<file path="config.mk">
export PLATFORM = sky130hd
export DESIGN_NAME = optoi2c_master
export DESIGN_NICKNAME = d
export VERILOG_FILES = /design/src/rtl/optoi2c_pkg.sv /design/src/rtl/optoi2c_bitgen.sv /design/src/rtl/optoi2c_seq.sv /design/src/rtl/optoi2c_master.sv
export SDC_FILE = /design/constraint.sdc
export NUM_CORES = 1
export LEC_CHECK = 0
export ABC_CLOCK_PERIOD_IN_PS = 2700
export BUFFER_PORTS_ARGS = -buffer_cell sky130_fd_sc_hd__buf_2
export CAP_MARGIN = 40
export CORE_MARGIN = 3
export CORE_UTILIZATION = 51
export DETAILED_ROUTE_END_ITERATION = 8
export PLACE_DENSITY_LB_ADDON = 0.05
export SLEW_MARGIN = 25
export SYNTH_ARGS = -nofsm -noshare
export SYNTH_HDL_FRONTEND = slang
export SYNTH_HIERARCHICAL = 1
export SYNTH_SLANG_ARGS = --single-unit
</file>
<file path="constraint.sdc">
create_clock -name clk -period 2.7 [get_ports clk]
set_input_delay 0.81 -clock clk [delete_from_list [all_inputs] [get_ports clk]]
set_output_delay 0.81 -clock clk [all_outputs]
set_load 0.005 [all_outputs]
</file>
<file path="src/rtl/optoi2c_pkg.sv">
// Shared types and field positions for the two-wire byte access master.
package optoi2c_pkg;
    // Bit-level operations the line generator performs
    typedef enum logic [1:0] {
        BCMD_START = 2'd0,
        BCMD_STOP  = 2'd1,
        BCMD_BIT   = 2'd2
    } bcmd_t;

    // Transaction sequencer phases
    typedef enum logic [2:0] {
        SQ_IDLE, SQ_START, SQ_TX, SQ_RSTART, SQ_RX, SQ_STOP
    } sq_state_t;

    localparam int unsigned WORD_W  = 16;
    localparam int unsigned BYTE_W  = 8;
    localparam logic [6:0]  DEV_BASE = 7'h50;

    // Command/status word field positions
    localparam int unsigned F_PAGE  = 8;
    localparam int unsigned F_WR    = 11;
    localparam int unsigned F_ABORT = 12;
    localparam int unsigned F_BUSY  = 14;
    localparam int unsigned F_ERR   = 15;
endpackage

</file>
<file path="src/rtl/optoi2c_bitgen.sv">
// Line generator: performs one START, STOP or data-bit slot on SCL/SDA.
// Each slot spans four quarters of QUARTER clocks. SCL is released in
// quarters 1 and 2. SDA is sampled at the end of quarter 2.
// Assumes: no clock stretching, so SCL is never read back.
module optoi2c_bitgen
    import optoi2c_pkg::*;
#(
    parameter int unsigned QUARTER = 4
) (
    input  logic  clk,
    input  logic  rst_n,
    input  logic  clr,
    input  logic  go,
    input  bcmd_t cmd,
    input  logic  txbit,
    input  logic  sda_in,
    output logic  busy,
    output logic  done,
    output logic  rxbit,
    output logic  scl_lvl,
    output logic  sda_lvl,
    output logic  cond_cmd
);
    localparam int unsigned CW = (QUARTER > 1) ? $clog2(QUARTER) : 1;

    logic [CW-1:0] cnt;
    logic [1:0]    qtr;
    bcmd_t         cmd_q;
    logic          bit_q;
    logic          qend;
    logic          scl_n, sda_n;

    assign qend     = (cnt == CW'(QUARTER - 1));
    assign cond_cmd = (cmd_q != BCMD_BIT);

    // Line levels wanted for the current quarter of the current slot
    always_comb begin
        case (cmd_q)
            BCMD_START: begin
                scl_n = (qtr == 2'd1) || (qtr == 2'd2);
                sda_n = !qtr[1];
            end
            BCMD_STOP: begin
                scl_n = (qtr != 2'd0);
                sda_n = qtr[1];
            end
            BCMD_BIT: begin
                scl_n = (qtr == 2'd1) || (qtr == 2'd2);
                sda_n = bit_q;
            end
            default: begin
                scl_n = 1'b1;
                sda_n = 1'b1;
            end
        endcase
    end

    // Slot timing, registered line levels and SDA sampling
    always_ff @(posedge clk) begin
        if (!rst_n || clr) begin
            busy    <= 1'b0;
            done    <= 1'b0;
            cnt     <= '0;
            qtr     <= 2'd0;
            cmd_q   <= BCMD_STOP;
            bit_q   <= 1'b1;
            rxbit   <= 1'b0;
            scl_lvl <= 1'b1;
            sda_lvl <= 1'b1;
        end else begin
            done <= 1'b0;
            if (!busy) begin
                if (go) begin
                    busy  <= 1'b1;
                    cnt   <= '0;
                    qtr   <= 2'd0;
                    cmd_q <= cmd;
                    bit_q <= txbit;
                end
            end else begin
                scl_lvl <= scl_n;
                sda_lvl <= sda_n;
                if (qtr == 2'd2 && qend)
                    rxbit <= sda_in;
                if (qend) begin
                    cnt <= '0;
                    qtr <= qtr + 2'd1;
                    if (qtr == 2'd3) begin
                        busy <= 1'b0;
                        done <= 1'b1;
                    end
                end else begin
                    cnt <= cnt + CW'(1);
                end
            end
        end
    end
endmodule

</file>
<file path="src/rtl/optoi2c_seq.sv">
// Transaction sequencer: runs the byte order of one random read or write.
// It issues bit slots to the line generator and checks each acknowledge.
// Assumes: fields are latched at launch and held for the whole access.
module optoi2c_seq
    import optoi2c_pkg::*;
(
    input  logic              clk,
    input  logic              rst_n,
    input  logic              abort,
    input  logic              launch,
    input  logic              l_page,
    input  logic              l_wr,
    input  logic [BYTE_W-1:0] l_reg,
    input  logic [BYTE_W-1:0] l_data,
    input  logic              eng_busy,
    input  logic              eng_done,
    input  logic              eng_rx,
    output logic              go,
    output bcmd_t             cmd,
    output logic              txbit,
    output logic              busy,
    output logic              err,
    output logic              rd_done,
    output logic [BYTE_W-1:0] rd_byte
);
    sq_state_t         state;
    logic [3:0]        bitn;
    logic [1:0]        bsel;
    logic              page_q, wr_q;
    logic [BYTE_W-1:0] reg_q, dat_q, txbyte;

    assign busy    = (state != SQ_IDLE);
    assign go      = busy && !eng_busy && !eng_done;

    // Byte currently being shifted out
    always_comb begin
        case (bsel)
            2'd0:    txbyte = {DEV_BASE[6:1], page_q, 1'b0};
            2'd1:    txbyte = reg_q;
            2'd2:    txbyte = dat_q;
            default: txbyte = {DEV_BASE[6:1], page_q, 1'b1};
        endcase
    end

    // Bit-slot request for the present phase
    always_comb begin
        cmd   = BCMD_BIT;
        txbit = 1'b1;
        case (state)
            SQ_START, SQ_RSTART: cmd = BCMD_START;
            SQ_STOP:             cmd = BCMD_STOP;
            SQ_TX:               txbit = (bitn == 4'd8) ? 1'b1 : txbyte[3'(4'd7 - bitn)];
            default:             txbit = 1'b1;
        endcase
    end

    // Phase advance, acknowledge check and receive shifting
    always_ff @(posedge clk) begin
        if (!rst_n || abort) begin
            state   <= SQ_IDLE;
            err     <= 1'b0;
            bitn    <= 4'd0;
            bsel    <= 2'd0;
            rd_done <= 1'b0;
            page_q  <= 1'b0;
            wr_q    <= 1'b0;
            reg_q   <= '0;
            dat_q   <= '0;
            rd_byte <= '0;
        end else begin
            rd_done <= 1'b0;
            if (state == SQ_IDLE) begin
                if (launch) begin
                    state  <= SQ_START;
                    err    <= 1'b0;
                    bsel   <= 2'd0;
                    bitn   <= 4'd0;
                    page_q <= l_page;
                    wr_q   <= l_wr;
                    reg_q  <= l_reg;
                    dat_q  <= l_data;
                end
            end else if (eng_done) begin
                case (state)
                    SQ_START: begin
                        state <= SQ_TX;
                        bitn  <= 4'd0;
                    end
                    SQ_RSTART: begin
                        state <= SQ_TX;
                        bitn  <= 4'd0;
                        bsel  <= 2'd3;
                    end
                    SQ_TX: begin
                        if (bitn != 4'd8) begin
                            bitn <= bitn + 4'd1;
                        end else if (eng_rx) begin
                            err   <= 1'b1;
                            state <= SQ_STOP;
                        end else begin
                            bitn <= 4'd0;
                            case (bsel)
                                2'd0: bsel <= 2'd1;
                                2'd1: if (wr_q) bsel <= 2'd2;
                                      else      state <= SQ_RSTART;
                                2'd2: state <= SQ_STOP;
                                default: state <= SQ_RX;
                            endcase
                        end
                    end
                    SQ_RX: begin
                        if (bitn != 4'd8) begin
                            rd_byte <= {rd_byte[6:0], eng_rx};
                            bitn    <= bitn + 4'd1;
                        end else begin
                            rd_done <= 1'b1;
                            state   <= SQ_STOP;
                        end
                    end
                    default: state <= SQ_IDLE;
                endcase
            end
        end
    end
endmodule

</file>
<file path="src/rtl/optoi2c_master.sv">
// Top: command/status and byte-exchange words around the sequencer and
// line generator. The outputs are open-drain pull requests (1 = pull low).
// Assumes: a single register port; SDA arrives already synchronous.
module optoi2c_master
    import optoi2c_pkg::*;
#(
    parameter int unsigned QUARTER = 4
) (
    input  logic              clk,
    input  logic              rst_n,
    input  logic              reg_wr,
    input  logic              reg_sel,
    input  logic [WORD_W-1:0] reg_wdata,
    output logic [WORD_W-1:0] ctrl_rdata,
    output logic [WORD_W-1:0] data_rdata,
    output logic              scl_pull,
    output logic              sda_pull,
    input  logic              sda_in
);
    logic              ctl_wr, abort, launch;
    logic [13:0]       ctl_q;
    logic [BYTE_W-1:0] tx_q, rx_q;
    logic              sq_busy, sq_err, rd_done;
    logic [BYTE_W-1:0] rd_byte;
    logic              go, txbit, eng_busy, eng_done, eng_rx;
    logic              scl_lvl, sda_lvl, eng_cond;
    bcmd_t             cmd;

    assign ctl_wr = reg_wr && !reg_sel;
    assign abort  = ctl_wr && reg_wdata[F_ABORT];
    assign launch = ctl_wr && !reg_wdata[F_ABORT] && !sq_busy;

    assign ctrl_rdata = {sq_err, sq_busy, ctl_q[13], 1'b0, ctl_q[11:0]};
    assign data_rdata = {tx_q, rx_q};
    assign scl_pull   = !scl_lvl;
    assign sda_pull   = !sda_lvl;

    // Register words: command fields on launch, send byte, received byte
    always_ff @(posedge clk) begin
        if (!rst_n) begin
            ctl_q <= '0;
            tx_q  <= '0;
            rx_q  <= '0;
        end else begin
            if (launch)
                ctl_q <= {reg_wdata[13], 1'b0, reg_wdata[11:0]};
            if (reg_wr && reg_sel)
                tx_q <= reg_wdata[15:8];
            if (rd_done)
                rx_q <= rd_byte;
        end
    end

    optoi2c_seq u_seq (
        .clk      (clk),
        .rst_n    (rst_n),
        .abort    (abort),
        .launch   (launch),
        .l_page   (reg_wdata[F_PAGE]),
        .l_wr     (reg_wdata[F_WR]),
        .l_reg    (reg_wdata[7:0]),
        .l_data   (tx_q),
        .eng_busy (eng_busy),
        .eng_done (eng_done),
        .eng_rx   (eng_rx),
        .go       (go),
        .cmd      (cmd),
        .txbit    (txbit),
        .busy     (sq_busy),
        .err      (sq_err),
        .rd_done  (rd_done),
        .rd_byte  (rd_byte)
    );

    optoi2c_bitgen #(.QUARTER(QUARTER)) u_bitgen (
        .clk      (clk),
        .rst_n    (rst_n),
        .clr      (abort),
        .go       (go),
        .cmd      (cmd),
        .txbit    (txbit),
        .sda_in   (sda_in),
        .busy     (eng_busy),
        .done     (eng_done),
        .rxbit    (eng_rx),
        .scl_lvl  (scl_lvl),
        .sda_lvl  (sda_lvl),
        .cond_cmd (eng_cond)
    );
endmodule

</file>
==> results of run 1 <==
==> logic make-up (layout without fill, tap and decap cells) <==
logic type,after synthesis,in the layout
simple gates,154,154
compound gates,100,100
flops,78,78
buf+inv,49,98
mux,27,27
fa+ha+maj,10,10
xor+xnor,3,3
other cells,1,1
==> state kept, by name (all words and copies together) (netlist names), 2 cells and up <==
| name | flops |
|---|---|
| u_seq/state | 3 |
| u_seq/rd_byte | 8 |
| u_seq/bsel | 2 |
| tx_q | 8 |
| u_bitgen/cnt | 2 |
| u_seq/reg_q | 8 |
| u_seq/dat_q | 8 |
| u_bitgen/qtr | 2 |
| u_bitgen/cmd_q | 2 |
| rx_q | 8 |
| ctl_q | 13 |
| u_seq/bitn | 4 |
==> worst max path at each step <==
| stage | endpoint | slack, ns | from |
|---|---|---|---|
| after global placement | u_seq/bitn[3] | 0.24 | reg_wdata[12] |
| after global routing | u_seq/state[0] | 0.15 | u_seq/state[0] |
| after floorplan | u_seq/bsel[0] | -0.06 | reg_sel |
| final | u_seq/bitn[3] | 0.26 | u_seq/state[0] |
| after CTS | u_seq/bsel[0] | 0.30 | u_seq/state[0] |
| after detailed placement | u_seq/bsel[0] | 0.18 | reg_wdata[12] |
==> cells in the mapped netlist (3+ instances only) <==
| master | n |
|---|---|
| nand2_1 | 83 |
| dfxtp_1 | 78 |
| a21oi_1 | 45 |
| mux2i_1 | 27 |
| nor2_1 | 19 |
| nand3_1 | 17 |
| inv_1 | 16 |
| clkbuf_1 | 15 |
| buf_2 | 10 |
| ha_1 | 10 |
| a21bo_2 | 8 |
| nor3_1 | 7 |
| nor3b_1 | 6 |
| o21ai_0 | 6 |
| a22oi_1 | 5 |
| nand2b_1 | 5 |
| buf_6 | 4 |
| buf_4 | 3 |
| nand3b_1 | 3 |
| o211ai_1 | 3 |
==> cell type report <==
cell class / instances / area [um^2] / share of cell area, %
Multi-Input combinational cell: 295 / 1870 / 44.6
Sequential cell: 78 / 1560 / 37.2
Inverter: 16 / 60.1 / 1.43
Clock inverter: 6 / 92.6 / 2.21
Tap cell: 96 / 120 / 2.86
Clock buffer: 10 / 128 / 3.04
Timing Repair Buffer: 66 / 363 / 8.65
==> worst register-to-register path, stage by stage, from the launching register on <==
cell and delay, ns:
dfxtp_1 0.32, nor3_1 0.40, inv_1 0.17, nor4b_4 0.26
buf_4 0.15, nor3b_1 0.37, o221a_2 0.31, o22ai_1 0.09
a32o_1 0.27
==> power breakdown <==
part           total (mW)  internal (mW)  switching, mW  leakage, nW
clock               0.974          0.527          0.447        0.104
combinational       0.192         0.0801          0.112        0.910
sequential           1.19           1.17         0.0195        0.631
total                2.36           1.78          0.578         1.65
==> metal layers <==
layer / up-vias / routed length [um]
met5: - / 0
met4: 0 / 147
met3: 13 / 527
met2: 88 / 3760
met1: 1443 / 3900
li1: 1561 / -
==> through the flow <==
stage | cells | instance area, um^2 | hold WS [ns] | util [%] | setup WS [ns]
2_1_floorplan | 422 | 3670 | 0.433 | - | -0.0629
3_3_place_gp | 551 | 3970 | 0.441 | 57.8 | 0.238
3_5_place_dp | 551 | 3970 | 0.443 | 57.8 | 0.183
4_1_cts | 567 | 4190 | 0.459 | 61.0 | 0.300
5_1_grt | 567 | 4190 | 0.482 | 61.0 | 0.152
6_report | 567 | 4190 | 0.460 | 61.0 | 0.257
==> results.sh, run 1 <==
export IMPL_grt_use_total_pct=20.8
export IMPL_r2r_start="u_seq/state[0]"
export IMPL_hold_viol=0
export IMPL_criticalPathCategory="reg2reg"
export IMPL_start_util_pct=53.4
export IMPL_layout_common_cells="83 x nand2_1, 78 x dfxtp_1, 53 x buf_2, 45 x a21oi_1, 27 x mux2i_1"
export IMPL_grt_max_degree=27
export IMPL_ctsHtreeMaxLevel=3
export IMPL_synthDominantCellAreaShare_pct=42.6
export IMPL_finalSetupTns_ns=0
export IMPL_synth_top_cell_by_area="dfxtp_1"
export IMPL_via_per_inst=5.48
export IMPL_syn_nets=453
export IMPL_synth_edf_count=0
export IMPL_rr_endpoint="u_seq/bitn[3]"
export IMPL_syn_inst=422
export IMPL_slew_headroom_pct=53.8
export IMPL_crit_arrival_ns=2.69
export IMPL_max_cap_violations=0
export IMPL_cts_setup_buffers=0
export IMPL_synthAdderAreaFrac_pct=3.41
export IMPL_cp_max_fo=4
export IMPL_grt_pass1_vias=2835
export IMPL_powerDensity_nw_per_um2=563
export IMPL_first_pass_iters=5
export IMPL_cts_buffer_depth=2
export IMPL_ys_seq_area_share_pct=42.6
export IMPL_wl_per_cell_um=14.7
export IMPL_cts_hold_buf=0
export IMPL_routed_wl_mm=8.33
export IMPL_place_gp_congestion=0.914
export IMPL_cts_tree="built"
export IMPL_min_path_cells=2
export IMPL_p_total_mw=2.36
export IMPL_synth_top_family_by_area="simple AND/OR/NAND/NOR gates"
export IMPL_grt_use_met2_pct=30.8
export IMPL_ys_async_sr_fraction_pct=0
export IMPL_synth_area_leaders="dfxtp_1 43%, nand2_1 8.5%, mux2i_1 7.4%"
export IMPL_fp_row_count=30
export IMPL_core_area_um2=6870
export IMPL_ctsResizeCount=0
export IMPL_grt_overflow=0
export IMPL_worst_r2r_setup_slack_ns=0.26
export IMPL_cts_root_buf="clkbuf_8"
export IMPL_numCtsBuffers=9
export IMPL_period_share_pct=90.5
export IMPL_die_w_um=90.8
export IMPL_worstHoldStart="ctl_q[10]"
export IMPL_synth_cell_area_um2=3670
export IMPL_synth_area_mux_share_pct=7.37
export IMPL_io_buffers=53
export IMPL_io_pin_count=55
export IMPL_skew_ns=0.0106
export IMPL_min_to="ctl_q[10]"
export IMPL_max_slew_worst_pin_slew_ns=0.688
export IMPL_met1_usage_pct=28.6
export IMPL_die_area_um2=8240
export IMPL_cp_num_buf_inv=2
export IMPL_area_growth_pct=14.3
export IMPL_cp_slowest_stage_delay_ns=0.40
export IMPL_drive_gt1_share_pct=21.2
export IMPL_fillers=611
export IMPL_r2r_cells=8
export IMPL_outcome="finished clean"
export IMPL_synth_cell_types=61
export IMPL_grt_first_pass_wirelength_mm=13.9
export IMPL_slew_violations=0
export IMPL_irDropWorstVdd_v=0.000329
export IMPL_period_minus_slack_ns=2.44
export IMPL_cp_depth=8
export IMPL_clkSinkCount=78
export IMPL_cp_slowest_cell="nor3_1"
export IMPL_fin_nets=497
export IMPL_setup_viol=0
export IMPL_leakage_nw=1.65
export IMPL_cp_cell_sequence="nor3_1 > inv_1 > nor4b_4 > buf_4 > nor3b_1 > o221a_2 > o22ai_1 > a32o_1"
export IMPL_hp_class="reg2reg"
export IMPL_synth_xor_area_share_pct=0.716
export IMPL_antenna_cells=0
export IMPL_clk_latency_ns=0.36
export IMPL_end_kind="flip-flop"
export IMPL_layout_commonest_cell="nand2_1"
export IMPL_start_kind="flip-flop"
export IMPL_grtUsageMet3_pct=4.83
export IMPL_ys_warn_count=6
export IMPL_die_h_um=90.8
export IMPL_synthFlopType="dfxtp_1"
export IMPL_path_clk_slew_ns=0.09
export IMPL_drt_initial_drc_count=163
export IMPL_antenna_found_initial=0
export IMPL_rsz0062_at_grt="false"
export IMPL_ant_nets=0
export IMPL_fmax_ghz=0.409
export IMPL_drc_errors=0
export IMPL_ys_seq_elements=78
export IMPL_cp_required_ns=2.95
export IMPL_synth_compound_area_share_pct=19.2
export IMPL_dp_final_hpwl_mm=5.97
export IMPL_syn_avg_cell_area_um2=8.69
export IMPL_busiest_layer="met2"
export IMPL_synth_simple_area_share_pct=20.1
export IMPL_critical_path_top_delay_family="simple AND/OR/NAND/NOR gates"
export IMPL_dr_total_vias=3105
(Power assumes the default switching activity.)
==> run 2, diff against run 1 <==
MAX_ROUTING_LAYER = met4   (was not set)
==> results.sh, run 2 (same netlist as run 1, synthesis figures left out) <==
export IMPL_outcome="finished clean"
export IMPL_critical_path_top_delay_family="simple AND/OR/NAND/NOR gates"
export IMPL_cp_slowest_stage_delay_ns=0.51
export IMPL_p_total_mw=2.33
export IMPL_core_area_um2=6870
export IMPL_start_kind="flip-flop"
export IMPL_crit_arrival_ns=2.68
export IMPL_cp_required_ns=2.96
export IMPL_ant_nets=0
export IMPL_io_pin_count=55
export IMPL_fin_nets=498
export IMPL_largest_reg_flops=13
export IMPL_criticalPathCategory="reg2reg"
export IMPL_clkSinkCount=78
export IMPL_drt_initial_drc_count=218
export IMPL_postPlaceCellArea_um2=3980
export IMPL_drive_gt1_share_pct=21.4
export IMPL_hp_class="reg2reg"
export IMPL_setup_viol=0
export IMPL_cp_slowest_cell="or4b_4"
export IMPL_grt_max_degree=27
export IMPL_hold_ws_ns=0.456
export IMPL_cp_max_fo=20
export IMPL_cp_cell_sequence="nor3_1 > inv_1 > nor4b_4 > or4b_4 > buf_4 > nand2_1 > o21ai_0 > o31ai_1"
export IMPL_layout_commonest_cell="nand2_1"
export IMPL_path_clk_slew_ns=0.08
export IMPL_cts_tree="built"
export IMPL_cts_setup_buffers=0
export IMPL_dr_total_vias=3090
export IMPL_max_cap_violations=0
export IMPL_place_worst_setup_slack_ns=0.193
export IMPL_drc_errors=0
export IMPL_first_pass_iters=5
export IMPL_leakage_nw=1.65
export IMPL_seqCellArea_um2=1560
export IMPL_final_util_pct=61.1
export IMPL_hold_viol=0
export IMPL_multi_input_area_um2=1870
export IMPL_clk_latency_ns=0.35
export IMPL_top_register="ctl_q"
export IMPL_via_per_inst=5.44
export IMPL_die_h_um=90.8
export IMPL_grt_first_pass_wirelength_mm=14.1
export IMPL_place_gp_congestion=0.915
export IMPL_die_area_um2=8240
export IMPL_ctsHtreeMaxLevel=3
export IMPL_max_slew_worst_pin_slew_ns=0.752
export IMPL_worst_r2r_setup_slack_ns=0.28
export IMPL_start_util_pct=53.4
export IMPL_grt_pass1_vias=2861
export IMPL_area_growth_pct=14.4
export IMPL_wl_per_cell_um=14.8
export IMPL_numCtsBuffers=9
export IMPL_fp_row_count=30
export IMPL_fmax_ghz=0.413
export IMPL_rsz0062_at_grt="false"
export IMPL_skew_ns=0.00801
export IMPL_grt_use_total_pct=21.6
export IMPL_io_buffers=53
export IMPL_slew_headroom_pct=49.5
export IMPL_period_share_pct=89.7
export IMPL_dp_final_hpwl_mm=6.07
export IMPL_irDropWorstVdd_v=0.000361
export IMPL_antenna_cells=0
export IMPL_slew_violations=0
export IMPL_antenna_found_initial=0
export IMPL_layout_common_cells="83 x nand2_1, 78 x dfxtp_1, 53 x buf_2, 45 x a21oi_1, 27 x mux2i_1"
export IMPL_worst_slack_ns=0.278
export IMPL_cts_root_buf="clkbuf_8"
export IMPL_fillers=620
export IMPL_cp_num_buf_inv=2
export IMPL_cts_hold_buf=0
export IMPL_cts_buffer_depth=2
export IMPL_ctsResizeCount=0
export IMPL_period_minus_slack_ns=2.42
export IMPL_design_area_um2=4190
export IMPL_die_w_um=90.8
export IMPL_powerDensity_nw_per_um2=556
export IMPL_routed_wl_mm=8.43
export IMPL_grt_overflow=0
export IMPL_end_kind="flip-flop"
[run 2: changes by cell type in the layout (fill, tap and decap cells not counted), sizes merged]
cell	previous run	this run
buf	66	67
clkinv	0	3
clkinvlp	2	1
inv	18	16
[run 2: area by class of cell]
type,instances,share of cell area [%]
Clock buffer,10,3.04
Clock inverter,6,2.06
Sequential cell,78,37.2
Inverter,16,1.43
Timing Repair Buffer,67,8.83
Tap cell,96,2.86
Multi-Input combinational cell,295,44.5
[run 2: worst paths after layout]
kind	cells past startpoint	from	endpoint
max	8	u_seq/state[0]	u_seq/state[0]
min	2	u_seq/dat_q[2]	u_seq/dat_q[2]
min reg2reg	2	u_seq/dat_q[2]	u_seq/dat_q[2]
max reg2reg	8	u_seq/state[0]	u_seq/state[0]
[run 2: worst register-to-register path, stage by stage, from the launching register on]
cell and delay (ns):
dfxtp_1 0.31, nor3_1 0.41, inv_1 0.17, nor4b_4 0.24
or4b_4 0.51, buf_4 0.22, nand2_1 0.09, o21ai_0 0.13
o31ai_1 0.25
[run 2: power by group]
| part | switching (mW) | total (mW) | internal (mW) |
|---|---|---|---|
| Sequential | 0.0201 | 1.19 | 1.17 |
| Combinational | 0.112 | 0.193 | 0.0801 |
| Clock | 0.425 | 0.944 | 0.519 |
| Total | 0.558 | 2.33 | 1.77 |
[run 2: metal layers]
| layer | GRT usage, % | part of all wire, % |
|---|---|---|
| met1 | 29.8 | 48 |
| met2 | 31.9 | 45 |
| met3 | 4.67 | 5.6 |
| met4 | 6.41 | 1.5 |
| met5 | - | 0 |
[run 2: stage by stage]
stage,cells,setup TNS [ns]
floorplan,422,-0.101
global placement,552,0
detailed placement,552,0
CTS,568,0
global route,568,0
finish,568,0
==> run 3, diff against run 2 <==
CELL_PAD_IN_SITES_DETAIL_PLACEMENT = 1   (was not set)
CELL_PAD_IN_SITES_GLOBAL_PLACEMENT = 1   (was not set)
CORE_UTILIZATION = 38   (was 51)
==> results.sh, run 3 (same netlist as run 1, synthesis figures left out) <==
export IMPL_path_clk_slew_ns=0.08
export IMPL_fp_row_count=35
export IMPL_start_util_pct=39.3
export IMPL_routed_wl_mm=9.64
export IMPL_dr_total_vias=3096
export IMPL_antenna_cells=0
export IMPL_leakage_nw=1.69
export IMPL_critical_path_top_delay_family="simple AND/OR/NAND/NOR gates"
export IMPL_r2r_start="u_seq/state[0]"
export IMPL_grt_max_degree=29
export IMPL_top_register="ctl_q"
export IMPL_cp_slowest_cell="or4b_4"
export IMPL_criticalPathCategory="reg2reg"
export IMPL_numCtsBuffers=9
export IMPL_seqCellArea_um2=1560
export IMPL_rsz0062_at_grt="false"
export IMPL_hold_ws_ns=0.461
export IMPL_fmax_ghz=0.413
export IMPL_hold_viol=0
export IMPL_cp_cell_sequence="nor3_1 > inv_1 > nor4b_4 > or4b_4 > a221oi_4 > o2111ai_1 > nor3b_2"
export IMPL_cp_num_buf_inv=1
export IMPL_grt_first_pass_wirelength_mm=16.5
export IMPL_postPlaceCellArea_um2=4050
export IMPL_hp_class="reg2reg"
export IMPL_layout_common_cells="83 x nand2_1, 78 x dfxtp_1, 53 x buf_2, 45 x a21oi_1, 27 x mux2i_1"
export IMPL_ctsResizeCount=0
export IMPL_worst_r2r_setup_slack_ns=0.28
export IMPL_fin_nets=499
export IMPL_fin_cells=602
export IMPL_end_kind="flip-flop"
export IMPL_skew_ns=0.00892
export IMPL_wl_per_cell_um=16.0
export IMPL_setup_viol=0
export IMPL_slew_headroom_pct=49.6
export IMPL_cts_hold_buf=0
export IMPL_drc_errors=0
export IMPL_layout_commonest_cell="nand2_1"
export IMPL_cp_max_fo=4
export IMPL_grt_use_total_pct=19.2
export IMPL_die_w_um=104
export IMPL_cts_buffer_depth=2
export IMPL_cts_root_buf="clkbuf_8"
export IMPL_place_worst_setup_slack_ns=0.159
export IMPL_crit_arrival_ns=2.67
export IMPL_core_area_um2=9330
export IMPL_antenna_found_initial=0
export IMPL_drive_gt1_share_pct=21.8
export IMPL_die_h_um=104
export IMPL_period_minus_slack_ns=2.42
export IMPL_design_area_um2=4320
export IMPL_finalSetupTns_ns=0
export IMPL_cp_required_ns=2.95
export IMPL_cts_setup_buffers=0
export IMPL_max_slew_worst_pin_slew_ns=0.750
export IMPL_largest_reg_flops=13
export IMPL_worst_slack_ns=0.280
export IMPL_fillers=1131
export IMPL_final_util_pct=46.3
export IMPL_drt_initial_drc_count=86
export IMPL_cp_slowest_stage_delay_ns=0.54
export IMPL_slew_violations=0
export IMPL_die_area_um2=10900
export IMPL_grt_pass1_vias=3266
export IMPL_first_pass_iters=4
export IMPL_irDropWorstVdd_v=0.000278
export IMPL_multi_input_area_um2=1870
export IMPL_powerDensity_nw_per_um2=597
export IMPL_period_share_pct=89.6
export IMPL_outcome="finished clean"
export IMPL_cts_tree="built"
export IMPL_dp_final_hpwl_mm=7.01
export IMPL_clkSinkCount=78
export IMPL_p_total_mw=2.58
export IMPL_max_cap_violations=0
export IMPL_io_pin_count=55
export IMPL_ctsHtreeMaxLevel=3
export IMPL_io_buffers=53
export IMPL_place_gp_congestion=0.804
export IMPL_area_growth_pct=17.9
export IMPL_grt_overflow=0
export IMPL_clk_latency_ns=0.36
export IMPL_via_per_inst=5.14
export IMPL_worstHoldStart="ctl_q[4]"
export IMPL_ant_nets=0
export IMPL_post_place_cells=586
export IMPL_crit_start="u_seq/state[0]"
export IMPL_start_kind="flip-flop"
[run 3: cell types whose count changed in the layout (fill, tap and decap cells not counted), sizes merged]
cell and delta:
buf +1, bufinv +2, clkbuf -1, clkinv -2, inv +1
[run 3: power by group]
group	switching (mW)	internal, mW	total, mW	leakage, nW
Clock	0.471	0.712	1.18	0.130
Sequential	0.0203	1.17	1.19	0.631
Combinational	0.118	0.0850	0.203	0.930
Total	0.609	1.97	2.58	1.69
[run 3: cell type report]
cell class / count / share of cell area (%)
Multi-Input combinational cell: 295 / 43.2
Sequential cell: 78 / 36.1
Timing Repair Buffer: 68 / 9.32
Tap cell: 129 / 3.73
Clock inverter: 7 / 3.36
Clock buffer: 9 / 2.87
Inverter: 16 / 1.39
[run 3: path summary, 6_finish.rpt]
| path | cells past startpoint | endpoint |
|---|---|---|
| worst max-delay path | 7 | u_seq/bsel[0] |
| worst min-delay path | 2 | ctl_q[4] |
| worst max register to register | 7 | u_seq/bsel[0] |
| worst min register to register | 2 | ctl_q[4] |
[run 3: worst register-to-register path: stages (launching register included)]
cell       delay [ns]
dfxtp_1          0.32
nor3_1           0.41
inv_1            0.16
nor4b_4          0.27
or4b_4           0.54
a221oi_4         0.31
o2111ai_1        0.13
nor3b_2          0.17
[run 3: layer usage]
metal / GRT usage, % / vias up / routed length [um]
met5: - / - / 0
met4: 4.37 / 0 / 73
met3: 5.34 / 4 / 396
met2: 31.8 / 46 / 4650
met1: 23.5 / 1485 / 4520
li1: - / 1561 / -
